<file path="config.mk">
export PLATFORM = sky130hd
export DESIGN_NAME = cto_record_queue
export DESIGN_NICKNAME = d
export VERILOG_FILES = /design/src/rtl/cto_pkg.sv /design/src/rtl/cto_rec_store.sv /design/src/rtl/cto_reg_port.sv /design/src/rtl/cto_record_queue.sv
export SDC_FILE = /design/constraint.sdc
export NUM_CORES = 1
export LEC_CHECK = 0
export BUFFER_PORTS_ARGS = -buffer_cell sky130_fd_sc_hd__buf_2
export CAP_MARGIN = 5
export CORE_UTILIZATION = 30
export CTS_BUF_LIST = sky130_fd_sc_hd__clkbuf_16
export DETAILED_ROUTE_END_ITERATION = 10
export MAX_ROUTING_LAYER = met4
export PLACE_DENSITY = 0.44
export SETUP_SLACK_MARGIN = 0.5
export SYNTH_ARGS = -nofsm -noshare
export SYNTH_HDL_FRONTEND = slang
export SYNTH_SLANG_ARGS = --single-unit
</file>
<file path="constraint.sdc">
create_clock -name clk -period 13.8 [get_ports clk]
set_input_delay 2.76 -clock clk [delete_from_list [all_inputs] [get_ports clk]]
set_output_delay 2.76 -clock clk [all_outputs]
set_load 0.02 [all_outputs]
</file>
<file path="src/rtl/cto_pkg.sv">
package cto_pkg;
    localparam int VF_W  = 11;
    localparam int PF_W  = 3;
    localparam int LEN_W = 12;
    localparam int TAG_W = 10;
    localparam int TC_W  = 3;
    localparam int BYTE_W = 8;
    localparam int WIN_REGS = 8;

    // register offsets; the read mux decodes these
    localparam int OFS_STAT  = 0;
    localparam int OFS_POP   = 1;
    localparam int OFS_VFLO  = 2;
    localparam int OFS_FUNC  = 3;
    localparam int OFS_LENLO = 4;
    localparam int OFS_LENHI = 5;
    localparam int OFS_TAGLO = 6;
    localparam int OFS_TAGHI = 7;

    typedef struct packed {
        logic [VF_W-1:0]  vf;
        logic [PF_W-1:0]  pf;
        logic             vf_act;
        logic [LEN_W-1:0] len;
        logic [TAG_W-1:0] tag;
        logic [TC_W-1:0]  tc;
        logic             ro;
        logic             ns;
    } cto_rec_t;
endpackage

</file>
<file path="src/rtl/cto_rec_store.sv">
module cto_rec_store
    import cto_pkg::*;
#(
    parameter int DEPTH = 16
) (
    input  logic     clk,
    input  logic     rst_n,
    input  logic     push_i,
    input  cto_rec_t rec_i,
    input  logic     pop_i,
    output cto_rec_t head_o,
    output logic     empty_o,
    output logic     full_o,
    output logic     ovf_o
);
    localparam int PTR_W = (DEPTH > 1) ? $clog2(DEPTH) : 1;
    localparam int CNT_W = $clog2(DEPTH + 1);
    localparam logic [CNT_W-1:0] FULL_CNT = CNT_W'(DEPTH);
    localparam logic [PTR_W-1:0] LAST_IDX = PTR_W'(DEPTH - 1);

    typedef struct packed {
        logic [PTR_W-1:0] wr_ptr;
        logic [PTR_W-1:0] rd_ptr;
        logic [CNT_W-1:0] count;
        logic             ovf;
    } st_t;

    st_t      st_d, st_q;
    logic     pop_ok, push_ok;
    cto_rec_t mem_q [DEPTH];

    always_comb begin
        st_d    = st_q;
        pop_ok  = pop_i && (st_q.count != '0);
        push_ok = push_i && ((st_q.count != FULL_CNT) || pop_ok);
        if (push_ok) begin
            st_d.wr_ptr = (st_q.wr_ptr == LAST_IDX) ? '0 : st_q.wr_ptr + 1'b1;
        end
        if (pop_ok) begin
            st_d.rd_ptr = (st_q.rd_ptr == LAST_IDX) ? '0 : st_q.rd_ptr + 1'b1;
        end
        if (push_ok && !pop_ok) begin
            st_d.count = st_q.count + 1'b1;
        end else if (pop_ok && !push_ok) begin
            st_d.count = st_q.count - 1'b1;
        end
        if (push_i && !push_ok) begin
            st_d.ovf = 1'b1;
        end
    end

    always_ff @(posedge clk or negedge rst_n) begin
        if (!rst_n) begin
            st_q <= '0;
        end else begin
            st_q <= st_d;
        end
    end

    always_ff @(posedge clk) begin
        if (push_ok) begin
            mem_q[st_q.wr_ptr] <= rec_i;
        end
    end

    assign empty_o = (st_q.count == '0);
    assign full_o  = (st_q.count == FULL_CNT);
    assign ovf_o   = st_q.ovf;
    assign head_o  = empty_o ? '0 : mem_q[st_q.rd_ptr];

    p_count_bound_r3: assert property (@(posedge clk) disable iff (!rst_n)
        st_q.count <= FULL_CNT);
    p_no_overflow_r9: assert property (@(posedge clk) disable iff (!rst_n)
        (push_i && full_o && !pop_i) |=> (st_q.count == FULL_CNT) && ovf_o);
    p_ovf_sticky_r9: assert property (@(posedge clk) disable iff (!rst_n)
        ovf_o |=> ovf_o);
    p_pop_empty_r10: assert property (@(posedge clk) disable iff (!rst_n)
        (pop_i && empty_o && !push_i) |=> empty_o);
    p_push_pop_r11: assert property (@(posedge clk) disable iff (!rst_n)
        (push_i && pop_i && !empty_o) |=> $stable(st_q.count));
    p_head_hold_r8: assert property (@(posedge clk) disable iff (!rst_n)
        (!pop_i && !empty_o) |=> $stable(head_o));
    p_empty_zero_r10: assert property (@(posedge clk) disable iff (!rst_n)
        empty_o |-> (head_o == '0));
endmodule

</file>
<file path="src/rtl/cto_reg_port.sv">
module cto_reg_port
    import cto_pkg::*;
#(
    parameter int ADDR_W = 4
) (
    input  logic              clk,
    input  logic              rst_n,
    input  logic              rd_i,
    input  logic              wr_i,
    input  logic [ADDR_W-1:0] addr_i,
    input  logic [BYTE_W-1:0] wdata_i,
    input  cto_rec_t          head_i,
    input  logic              empty_i,
    input  logic              full_i,
    output logic              pop_o,
    output logic [BYTE_W-1:0] rdata_o,
    output logic              rvalid_o
);
    localparam int SEL_W = $clog2(WIN_REGS);
    localparam logic [ADDR_W-1:0] WIN_END = ADDR_W'(WIN_REGS);

    typedef struct packed {
        logic [BYTE_W-1:0] rdata;
        logic              rvalid;
    } st_t;

    st_t               st_d, st_q;
    logic [BYTE_W-1:0] win [WIN_REGS];

    always_comb begin
        win[OFS_STAT]  = {6'b0, full_i, empty_i};
        win[OFS_POP]   = '0;
        win[OFS_VFLO]  = head_i.vf[7:0];
        win[OFS_FUNC]  = {head_i.vf_act, 1'b0, head_i.pf, head_i.vf[10:8]};
        win[OFS_LENLO] = head_i.len[7:0];
        win[OFS_LENHI] = {4'b0, head_i.len[11:8]};
        win[OFS_TAGLO] = head_i.tag[7:0];
        win[OFS_TAGHI] = {head_i.tc, head_i.ro, head_i.ns, 1'b0, head_i.tag[9:8]};
    end

    always_comb begin
        st_d        = st_q;
        st_d.rvalid = rd_i;
        if (rd_i) begin
            st_d.rdata = (addr_i < WIN_END) ? win[addr_i[SEL_W-1:0]] : '0;
        end
    end

    always_ff @(posedge clk or negedge rst_n) begin
        if (!rst_n) begin
            st_q <= '0;
        end else begin
            st_q <= st_d;
        end
    end

    assign pop_o    = wr_i && (addr_i == ADDR_W'(OFS_POP)) && wdata_i[0];
    assign rdata_o  = st_q.rdata;
    assign rvalid_o = st_q.rvalid;

    p_rvalid_r12: assert property (@(posedge clk) disable iff (!rst_n)
        rd_i |=> rvalid_o);
    p_no_rvalid_r12: assert property (@(posedge clk) disable iff (!rst_n)
        !rd_i |=> !rvalid_o);
    p_unmapped_r12: assert property (@(posedge clk) disable iff (!rst_n)
        (rd_i && (addr_i >= WIN_END)) |=> (rdata_o == '0));
    p_stat_rsvd_r3: assert property (@(posedge clk) disable iff (!rst_n)
        (rd_i && (addr_i == ADDR_W'(OFS_STAT))) |=> (rdata_o[7:2] == '0));
    p_pop_reads_zero_r4: assert property (@(posedge clk) disable iff (!rst_n)
        (rd_i && (addr_i == ADDR_W'(OFS_POP))) |=> (rdata_o == '0));
endmodule

</file>
<file path="src/rtl/cto_record_queue.sv">
module cto_record_queue
    import cto_pkg::*;
#(
    parameter int DEPTH  = 16,
    parameter int ADDR_W = 4
) (
    input  logic              clk,
    input  logic              rst_n,
    input  logic              push_en,
    input  logic [VF_W-1:0]   push_vf,
    input  logic [PF_W-1:0]   push_pf,
    input  logic              push_vf_act,
    input  logic [LEN_W-1:0]  push_len,
    input  logic [TAG_W-1:0]  push_tag,
    input  logic [TC_W-1:0]   push_tc,
    input  logic              push_ro,
    input  logic              push_ns,
    input  logic              rd_en,
    input  logic              wr_en,
    input  logic [ADDR_W-1:0] addr,
    input  logic [BYTE_W-1:0] wr_data,
    output logic [BYTE_W-1:0] rd_data,
    output logic              rd_valid,
    output logic              irq,
    output logic              overflow
);
    cto_rec_t rec_in, head;
    logic     pop, empty, full;

    assign rec_in = '{vf: push_vf, pf: push_pf, vf_act: push_vf_act, len: push_len,
                      tag: push_tag, tc: push_tc, ro: push_ro, ns: push_ns};

    cto_rec_store #(.DEPTH(DEPTH)) u_store (
        .clk    (clk),
        .rst_n  (rst_n),
        .push_i (push_en),
        .rec_i  (rec_in),
        .pop_i  (pop),
        .head_o (head),
        .empty_o(empty),
        .full_o (full),
        .ovf_o  (overflow)
    );

    cto_reg_port #(.ADDR_W(ADDR_W)) u_regs (
        .clk     (clk),
        .rst_n   (rst_n),
        .rd_i    (rd_en),
        .wr_i    (wr_en),
        .addr_i  (addr),
        .wdata_i (wr_data),
        .head_i  (head),
        .empty_i (empty),
        .full_i  (full),
        .pop_o   (pop),
        .rdata_o (rd_data),
        .rvalid_o(rd_valid)
    );

    assign irq = !empty;

    p_irq_drop_r2: assert property (@(posedge clk) disable iff (!rst_n)
        (irq && !push_en && !wr_en) |=> irq);
    p_irq_rise_r2: assert property (@(posedge clk) disable iff (!rst_n)
        push_en |=> irq);
endmodule

</file>
==> run summary, run 1 <==
The run ended at 5_2_route. The first global-routing pass estimated 98.8 mm of wire. Synthesis inferred 695 register bits. The sequential fraction of the synthesis area is 76.7%. After Yosys synthesis, full adders, half adders and majority gates account for 0.490% of the synthesized area.

The number of CTS-inserted buffers is 78. The most area-hungry cell type in the Yosys netlist is edfxtp_1. CTS placed an instance of clkbuf_16 at the clock tree root. The initial utilization of the core area, before any placement, comes to 30.4%. The count of input and output buffers came out at 62. The number of I/O pins came out at 70. The initial antenna violation count is 5.

Of the post-synthesis cell area, the part taken by muxes is 16.1%. The die extent in x is 302 um. Global routing used 15.7% of the available tracks. Counting every net in the synthesized netlist gives 1,319.

Of the post-synthesis cell area, the dominant cell type holds 74.5%. The synthesized area is 0.0271 mm2. The total grt overflow is 0. Summing the areas of all compound-gate instances in the mapped netlist gives 2.93% of the synthesized area. The simple-gate portion of the synthesized area is 2.02%. At the end of routability-driven placement, the weighted congestion stood at 0.741. The fraction of synthesis flops using an asynchronous set or reset pin is 3.31%. In the synthesized netlist the dominant register cell turns out to be edfxtp_1. The number of enable-type register cells in the synthesized netlist is 672. The yosys synthesis warning count came out at 0. The vertical die dimension came out at 302 um. The longest clock path from root to sink contains 3 buffers.

In this run the number of H-tree levels came out at 3. The average cell area after synthesis is 21.7 um2. The via count of the first global-routing pass is 13,592. After clock tree synthesis, the setup repair step added 0 buffers.

The post-cts repair resize count is 0. The synthesized netlist devotes 0.226% of its cell area to XOR and XNOR gates. Clock tree synthesis found a total of 695 sinks. The floorplan row count is 109. Detailed placement finished with a half-perimeter wire length of 36.9 mm. Entering global routing, the biggest net connects 110 pins. The number of buffers inserted for hold repair after clock tree synthesis is 0. The run stopped with a tool error.

The number of instances in the synthesized netlist came out at 1,250. The tool reported: "[ERROR DRT-0255] Maze Route cannot find path of net clk in worker of routeBox ( 289800 0 ) ( 302395 48300 )". Sorting the synthesized cells by area gives the leading types as edfxtp_1 (75%), mux4_2 (13%), dfrtp_1 (2.1%). The count of unique library cells instantiated by Yosys came out at 61.

By area, the combinational part of the netlist is dominated by multiplexers.
synth_stat cells, types with 5 or more instances:
master	instances
dfrtp_1	23
a22oi_1	11
nand4_1	5
inv_1	10
buf_1	5
buf_4	17
o2111ai_1	5
edfxtp_1	672
nor2_1	23
nor2b_1	11
mux2_2	18
clkbuf_1	32
nand2_1	31
buf_2	9
xnor2_1	5
ha_1	9
a21oi_1	17
a211oi_1	7
o21ai_0	16
mux4_2	155
nand3_1	12
o22ai_1	10
a31oi_1	5
mux2i_1	57
nor3_1	16
cells by family after synthesis:
kind of cell | count (synthesis)
DFF | 695
muxes | 234
and+or+nand+nor | 113
AOI/OAI and AO/OA | 112
buffers and inverters | 79
adders and majority gates | 10
xor gates and xnor gates | 7
stage by stage:
step / utilization [%] / hold slack, ns / instances / cell area (um2) / setup slack (ns)
after floorplan: - / 0.483 / 1250 / 27100 / 6.47
after global placement: 32.4 / 0.449 / 2437 / 28800 / 7.15
after detailed placement: 32.4 / 0.456 / 2437 / 28800 / 7.10
after CTS: 35.1 / 0.472 / 2581 / 31200 / 7.75
after global routing: 35.1 / 0.507 / 2582 / 31200 / 7.50
layer usage:
layer / GRT usage [%]
met1: 21.0
met2: 24.8
met3: 2.86
met4: 3.92
met5: -
==> run 2, diff against run 1 <==
--- a/config.mk
+++ b/config.mk
@@ -7,12 +7,9 @@
 export LEC_CHECK = 0
 export BUFFER_PORTS_ARGS = -buffer_cell sky130_fd_sc_hd__buf_2
 export CAP_MARGIN = 5
-export CORE_UTILIZATION = 30
-export CTS_BUF_LIST = sky130_fd_sc_hd__clkbuf_16
+export CORE_UTILIZATION = 20
 export DETAILED_ROUTE_END_ITERATION = 10
-export MAX_ROUTING_LAYER = met4
-export PLACE_DENSITY = 0.44
-export SETUP_SLACK_MARGIN = 0.5
+export PLACE_DENSITY_LB_ADDON = 0.15
 export SYNTH_ARGS = -nofsm -noshare
 export SYNTH_HDL_FRONTEND = slang
 export SYNTH_SLANG_ARGS = --single-unit
==> run 2 against run 1 <==
  * The flow now finishes without violations
  * Global-route usage shrank 4.3 points
  * Synthesized cell count unchanged
  * Area after synthesis stayed put
==> run summary, run 2 <==
The synthesized area came out at 0.0271 mm2 (unchanged). The die extent in x is 370 um (+22%). Counting both buffers and inverters, the worst setup path holds a total of 2.

The maximum number of pins on one net before global-route repair is 94 (-15%). The final worst-path cycle share is 44.9%. The yosys synthesis warning count came out at 0 (unchanged). The number of I/O pins came to 70 (unchanged). CTS placed an instance of clkbuf_16 at the clock tree root.

The critical hold path startpoint is u_store.ovf_o. The number of instances in the synthesized netlist was 1,250 (unchanged). The top cell types in the final layout, fill and taps aside, are edfxtp_1 (672), mux4_2 (155), clkbuf_16 (82). The standard cell area after detailed placement came out at 0.0296 mm2 (+2.7%). TritonCTS built the clock tree. The DRC violation total after the first TritonRoute iteration came out at 1,016. The pre-antenna-repair detailed-routing pass consisted of 7 iterations.

The logic depth of the worst path, buffers included is 7. The clock input transition at the sequential cells of the worst setup and hold paths is 0.06 ns. Among all flip-flop cells after synthesis, the most frequent one is edfxtp_1.

STA classifies the critical path endpoint as a flop. The peak per-stage delay on the critical path is 0.72 ns. The count of input and output buffers is 62 (unchanged). The run finished with clean final reports. The number of buffers inserted for hold repair after clock tree synthesis was 0 (unchanged).

The die covers 0.137 mm2. Following the worst setup path forward leads to its endpoint at u_store.mem_q[7][34]. The total grt overflow is 0 (unchanged).

The count of unique library cells instantiated by Yosys came out at 61 (unchanged). The vertical die dimension is 370 um (+22%). STA puts the critical path data arrival time at 6.46 ns. The worst flop-to-flop path startpoint is u_store.st_q[6]. The fraction of synthesis flops using an asynchronous set or reset pin is 3.31% (unchanged). By area the synthesized netlist is led by edfxtp_1 (75%), mux4_2 (13%), dfrtp_1 (2.1%). The post-synthesis net count is 1,319 (unchanged). The floorplan row count came out at 134 (+23%). The actual slew at the worst max-slew pin is 1.02 ns. The routed wire length per instance is 24.5 um.

The via count of the first global-routing pass came out at 13,830 (+1.8%). In this run the worst setup path begins at addr[1]. Leaving out fill and tap cells, the most frequent cell in the layout is edfxtp_1.

The sequential fraction of the synthesis area came out at 76.7% (unchanged). The count of final max-slew check failures came out at 0. Yosys instantiated no cell more often than edfxtp_1. The kind of launch point of the worst setup path is a primary input. The number of enable-type register cells in the synthesized netlist is 672 (unchanged).

The number of stages on the worst hold path is 1. The hold violation total from the final report came out at 0. The total of endpoints with negative setup slack in the final report came out at 0. The commonest cells after synthesis are edfxtp_1 (672), mux4_2 (155), mux2i_1 (57). The CTS H-tree depth came out at 3 (unchanged).

The worst register-to-register path ends at u_regs.rdata_o[5]. The area share of the largest cell type after synthesis is 74.5% (unchanged). The setup skew after layout came out at 0.0147 ns. The clock latency on the worst-skew pair is 0.65 ns. In the routed design, unresolved DRC markers number 0.

The first-pass GRT wire length came out at 109 mm (+11%). The most area-hungry cell type in the Yosys netlist is edfxtp_1. The filler cells instantiated in the layout total 13,748. The number of cells on the worst reg-to-reg path is 8.

Setup repair after global routing left no endpoint under its margin. The static leakage came out at 9.69 nW. The final non-filler cell area came out at 0.0321 mm2. At the worst endpoint, the required time is 14.06 ns.

The setup fix buffers added after clock tree synthesis is 0 (unchanged). The via density per instance is 4.09. Cells with a size suffix above 1 make up 27.7% of the layout. The maximum vdd drop came out at 0.000111 V. The post-cts repair resize count is 0 (unchanged).

The half-perimeter wire length after detailed placement is 41.7 mm (+13%). The net count reported at finish came out at 1,427. The cell with the biggest individual delay on the critical path is a31oi_1. The starting density of the core came out at 20.2% (-10 points).

Grouping stages by cell kind, the critical path spends the most delay in simple AND/OR/NAND/NOR gates. The total of flip-flops plus latches after synthesis is 695 (unchanged). The placer's final routability congestion estimate is 0.690 (-6.9%). The synthesis-to-layout area growth came out at 18.5%.

The register containing the most flip-flops in the final layout is u_store.mem_q. The core region is 0.134 mm2. The count of max-cap constraint violations is 0. The fmax is 0.161 GHz.

The number of CTS-inserted buffers came to 81 (+3.8%). The average cell area after synthesis is 21.7 um2 (unchanged). The register with the most flip-flops in the layout has 672 of them. Traced cell by cell, the critical path runs through buf_2, nor2_1, nand4_1, a31oi_1, nand2_1, nor2_4, buf_4.

The setup check on the worst reg-to-reg path leaves a slack of 9.65 ns. For this block, the routed nets add up to 78.2 mm of wire. The initial antenna violation count is 14 (+9). The total number of clock tree sinks is 695 (unchanged). The min-delay analysis places its worst path in the category flop to flop. The critical setup path kind is primary input to flop. For this block, the via count after detailed routing is 13,036. The final setup TNS is 0 ns. The maximum fanout along the worst path is 29. The worst max-slew margin expressed relative to the limit is 32.3%.

The number of nets still failing antenna checks after routing is 0. The total track usage came out at 11.4% (-4.3 points). The largest buffer count on any clock path is 3 (unchanged). The power density normalized to cell area came out at 176 mW/mm2. Subtracting the final worst setup slack from the clock period gives 6.20 ns.
run 2: layout make-up:
| class | count | area, um2 | area share, % |
|---|---|---|---|
| Clock inverter | 38 | 289 | 0.901 |
| Tap cell | 1768 | 2210 | 6.90 |
| Multi-Input combinational cell | 476 | 6010 | 18.7 |
| Timing Repair Buffer | 93 | 568 | 1.77 |
| Clock buffer | 107 | 2180 | 6.78 |
| Inverter | 11 | 41.3 | 0.129 |
| Sequential cell | 695 | 20800 | 64.8 |
| Antenna cell | 2 | 5.00 | 0.0156 |
run 2: logic make-up after synthesis:
logic type | Yosys count | share of synthesized area, %
flops | 695 | 76.7
xor+xnor | 7 | 0.226
compound gates | 112 | 2.93
mux | 234 | 16.1
buf+inv | 79 | 1.53
fa+ha+maj | 10 | 0.490
simple gates | 113 | 2.02
run 2: worst min-delay path by stage:
stage	endpoint	slack, ns
after floorplan	u_store.st_q[5]	0.48
after global placement	u_store.ovf_o	0.47
after detailed placement	u_store.ovf_o	0.47
after CTS	u_store.ovf_o	0.48
after global routing	u_store.ovf_o	0.52
final	u_store.ovf_o	0.46
run 2: metal layers:
layer,up-vias,global-route usage (%),wire (um)
li1,5516,-,-
met1,7137,15.9,36900
met2,244,17.9,36100
met3,131,2.47,3270
met4,8,3.14,1860
met5,-,0,57
run 2: per-stage QoR:
step / worst slack, ns / hold slack, ns / utilization (%) / power [mW] / cells
6_report: 7.60 / 0.463 / 24.0 / 5.63 / 3190
5_1_grt: 7.12 / 0.516 / 24.0 / 5.89 / 3188
4_1_cts: 7.50 / 0.477 / 24.0 / 5.76 / 3188
3_5_place_dp: 6.83 / 0.466 / 22.1 / 3.71 / 3043
3_3_place_gp: 6.80 / 0.470 / 22.1 / 3.70 / 3043
2_1_floorplan: 6.47 / 0.483 / - / 3.31 / 1250
run 2: power by group:
part	switching (mW)	total, mW	internal, mW
logic	0.595	1.01	0.414
clock network	0.878	2.01	1.14
registers	0.0836	2.61	2.53
total	1.56	5.63	4.08
run 2: worst register-to-register path, stage by stage, from the launching register on:
cell and delay (ns):
dfrtp_4 0.67, buf_4 0.55, buf_4 0.71, mux4_2 0.63, mux2i_1 0.32, o22ai_1 0.12
a311oi_1 0.66, nor3_1 0.10, a221o_1 0.28
No activity file was read; power rests on OpenSTA's default activity.
==> run 3, diff against run 2 <==
==> constraint.sdc (replaced) <==
create_clock -name clk -period 5.76 [get_ports clk]
set_input_delay 1.152 -clock clk [delete_from_list [all_inputs] [get_ports clk]]
set_output_delay 1.152 -clock clk [all_outputs]
set_load 0.02 [all_outputs]
==> run 3 against run 2 <==
  * The flow now finishes with violations (design-rule violations)
  * Register-to-register slack got worse by 7.5 ns
  * Clock-buffer cell count is 1 higher
  * Combinational power grew 140%
  * Global-route usage up 0.28 points
  * Via count down 0.68%
  * Clock power is 150% higher
  * Highest routed layer unchanged
  * Largest cell class unchanged
  * First-iteration DRC count is 8.9% lower
==> run summary, run 3 (same netlist as run 2, synthesis figures left out) <==
The root buffer cell chosen for the clock tree is clkbuf_16. The final non-filler cell area was 0.0324 mm2 (+1.1%). The share of the core filled with cells came to 24.2% (+0.27 points). The starting density of the core came out at 20.2% (unchanged). The floorplan row count came to 134 (unchanged). The largest buffer count on any clock path is 3 (unchanged). The share of power burned in the clock network is 36.2% (+0.4 points).

The number of CTS-inserted buffers came out at 82 (+1.2%). Leaving out fill and tap cells, the most frequent cells in the layout are edfxtp_1 (672), mux4_2 (155), clkbuf_16 (83). The post-route DRC violation count is 2 (+2).

The maximum number of pins on one net before global-route repair came to 72 (-23%). The clock tree from TritonCTS is done. The net count reported at finish is 1,437 (+0.70%). The register with the most flip-flops in the final layout is u_store.mem_q. The fmax is 0.242 GHz. The part of the total power dissipated in combinational logic is 17.9% (about the same). The share of final-layout standard cells stronger than drive strength 1 is 28.1% (+0.40 points). The DRC violation total after the first TritonRoute iteration was 926 (-8.9%). The actual slew at the worst max-slew pin is 1.07 ns (+0.0496 ns).

The area enclosed by the die boundary is 0.137 mm2 (unchanged). The critical path arrival is 4.44 ns (-2.02 ns). The worst path needs 4.14 ns of the cycle, external delays included. The final routed wirelength across all metal layers came out at 79.8 mm (+2.1%). The number of flip-flops under the largest register name is 672 (unchanged). Traced cell by cell, the critical path runs through buf_2, nor2_1, nand4_1, a31oi_1, nand2_1, nor2_4, buf_12. The setup slack at placement came to 0.886 ns (-5.94 ns). The area inside the core boundary came to 0.134 mm2 (unchanged). The run finished, with violations left.

The most common cell after layout, fill and taps aside is edfxtp_1. The routed wire length per instance is 24.9 um (+1.8%). The number of I/O pins came to 70 (unchanged). The total number of vias came out at 12,948 (-0.68%). The via density per instance was 4.05 (-0.99%). The die extent in x is 370 um (unchanged). The worst path buffer plus inverter count is 2 (unchanged). The worst path setup slack after routing came out at 1.62 ns (-5.98 ns). The clock latency on the worst-skew pair came out at 0.65 ns (about the same). The worst hold path belongs to the class flop to flop.

The hold violation total from the final report is 0 (unchanged). The power density normalized to cell area came out at 423 mW/mm2 (+140%). The power spent charging and discharging nets is 3.73 mW (+140%). The number of diodes added for antenna fixing came out at 0 (-2). The final reports fail on design-rule violations.

The area growth from synthesis to layout is 19.8%. The maximum vdd drop is 0.000227 V (+100%). The half-perimeter wire length after detailed placement came out at 43.3 mm (+3.9%).

The cell-internal power is 9.98 mW (+140%). The standard cell area after detailed placement came to 0.0299 mm2 (+0.99%). The first-pass GRT wire length came to 112 mm (+1.9%). The total of endpoints with negative setup slack in the final report came to 0 (unchanged). The setup fix buffers added after clock tree synthesis is 0 (unchanged). The count of input and output buffers came out at 62 (unchanged).

The count of final max-slew check failures was 0 (unchanged). The first-pass iteration count of the detailed router came out at 10 (+3). Broken down by cell family, the worst path's largest delay share belongs to simple AND/OR/NAND/NOR gates. The number of nets still failing antenna checks after routing is 0 (unchanged). The final setup TNS is 0 ns (unchanged). The critical path capture point type is a flop. The total track usage is 11.7% (+0.28 points). STA classifies the critical path startpoint as a primary input. The peak per-stage delay on the critical path is 0.72 ns (about the same).

The data required time at the worst endpoint came out at 6.06 ns (-8.00 ns). The static leakage came out at 9.82 nW (+1.3%). The post-cts repair resize count came out at 0 (unchanged). The worst setup path is of the primary input to flop kind.

The switching fraction of total power came out at 27.2% (-0.44 points). The final hold slack came out at 0.534 ns (+0.0707 ns). The total number of clock tree sinks is 695 (unchanged). The CTS H-tree depth came to 3 (unchanged).

The count of max-cap constraint violations is 0 (unchanged). The setup skew after layout came out at 0.0244 ns (+0.00966 ns). The clock input transition at the sequential cells of the worst setup and hold paths came out at 0.06 ns (about the same). The worst max-slew margin expressed relative to the limit is 28.5% (-3.8 points).

The cell with the biggest individual delay on the critical path is a31oi_1. The number of fill cells in the layout is 13,675 (-0.53%). The via count of the first global-routing pass is 13,949 (+0.86%). The number of buffers inserted for hold repair after clock tree synthesis came out at 0 (unchanged). The vertical die dimension came out at 370 um (unchanged).

The maximum fanout along the worst path came to 31 (+6.9%). The initial antenna violation count came out at 10 (-4). The placer's final routability congestion estimate was 0.687 (-0.45%). The part of the total power dissipated in sequential elements came out at 45.8% (-0.5 points).

Setup repair after global routing left no endpoint under its margin. Dividing the final minimum period by the clock period gives 71.9%. The total grt overflow came out at 0 (unchanged).
-- run 3: area by class of cell --
class | instances | area, um2 | share of cell area [%]
Timing Repair Buffer | 102 | 861 | 2.65
Clock inverter | 40 | 358 | 1.10
Multi-Input combinational cell | 476 | 6010 | 18.5
Sequential cell | 695 | 20800 | 64.0
Clock buffer | 108 | 2180 | 6.72
Inverter | 11 | 41.3 | 0.127
Tap cell | 1768 | 2210 | 6.82
-- run 3: final timing paths --
path | start | end | slack [ns] | depth (start not counted)
hold reg to reg | u_store.st_q[5] | u_store.st_q[5] | 0.53 | 1
min in group asynchronous | rst_n | u_regs.rvalid_o | 0.55 | 1
max in group asynchronous | rst_n | u_store.st_q[7] | 4.67 | 1
setup reg to reg | u_store.st_q[6] | u_regs.rdata_o[4] | 2.11 | 5
hold / removal | u_store.st_q[5] | u_store.st_q[5] | 0.53 | 1
setup / recovery | addr[1] | u_store.mem_q[9][17] | 1.62 | 7
-- run 3: per-stage QoR --
stage	power (mW)	std cells
2_1_floorplan	7.93	1250
3_3_place_gp	8.94	3052
3_5_place_dp	8.96	3052
4_1_cts	14.0	3200
5_1_grt	14.3	3200
6_report	13.7	3200
-- run 3: power by group through the flow --
stage / registers [mW] / logic [mW] / clock network (mW)
6_report: 6.28 / 2.46 / 4.97
5_1_grt: 6.33 / 2.67 / 5.31
2_1_floorplan: 6.27 / 1.66 / 0
3_3_place_gp: 6.38 / 2.56 / 0
4_1_cts: 6.30 / 2.57 / 5.12
3_5_place_dp: 6.40 / 2.56 / 0
-- run 3: metal layers --
layer  vias to the layer above  global-route usage (%)  wire length, um
li1                       5530                       -                -
met5                         -                       0               45
met3                       114                    2.48             3120
met2                       230                    18.6            37100
met4                         6                    2.76             1590
met1                      7068                    16.2            37900
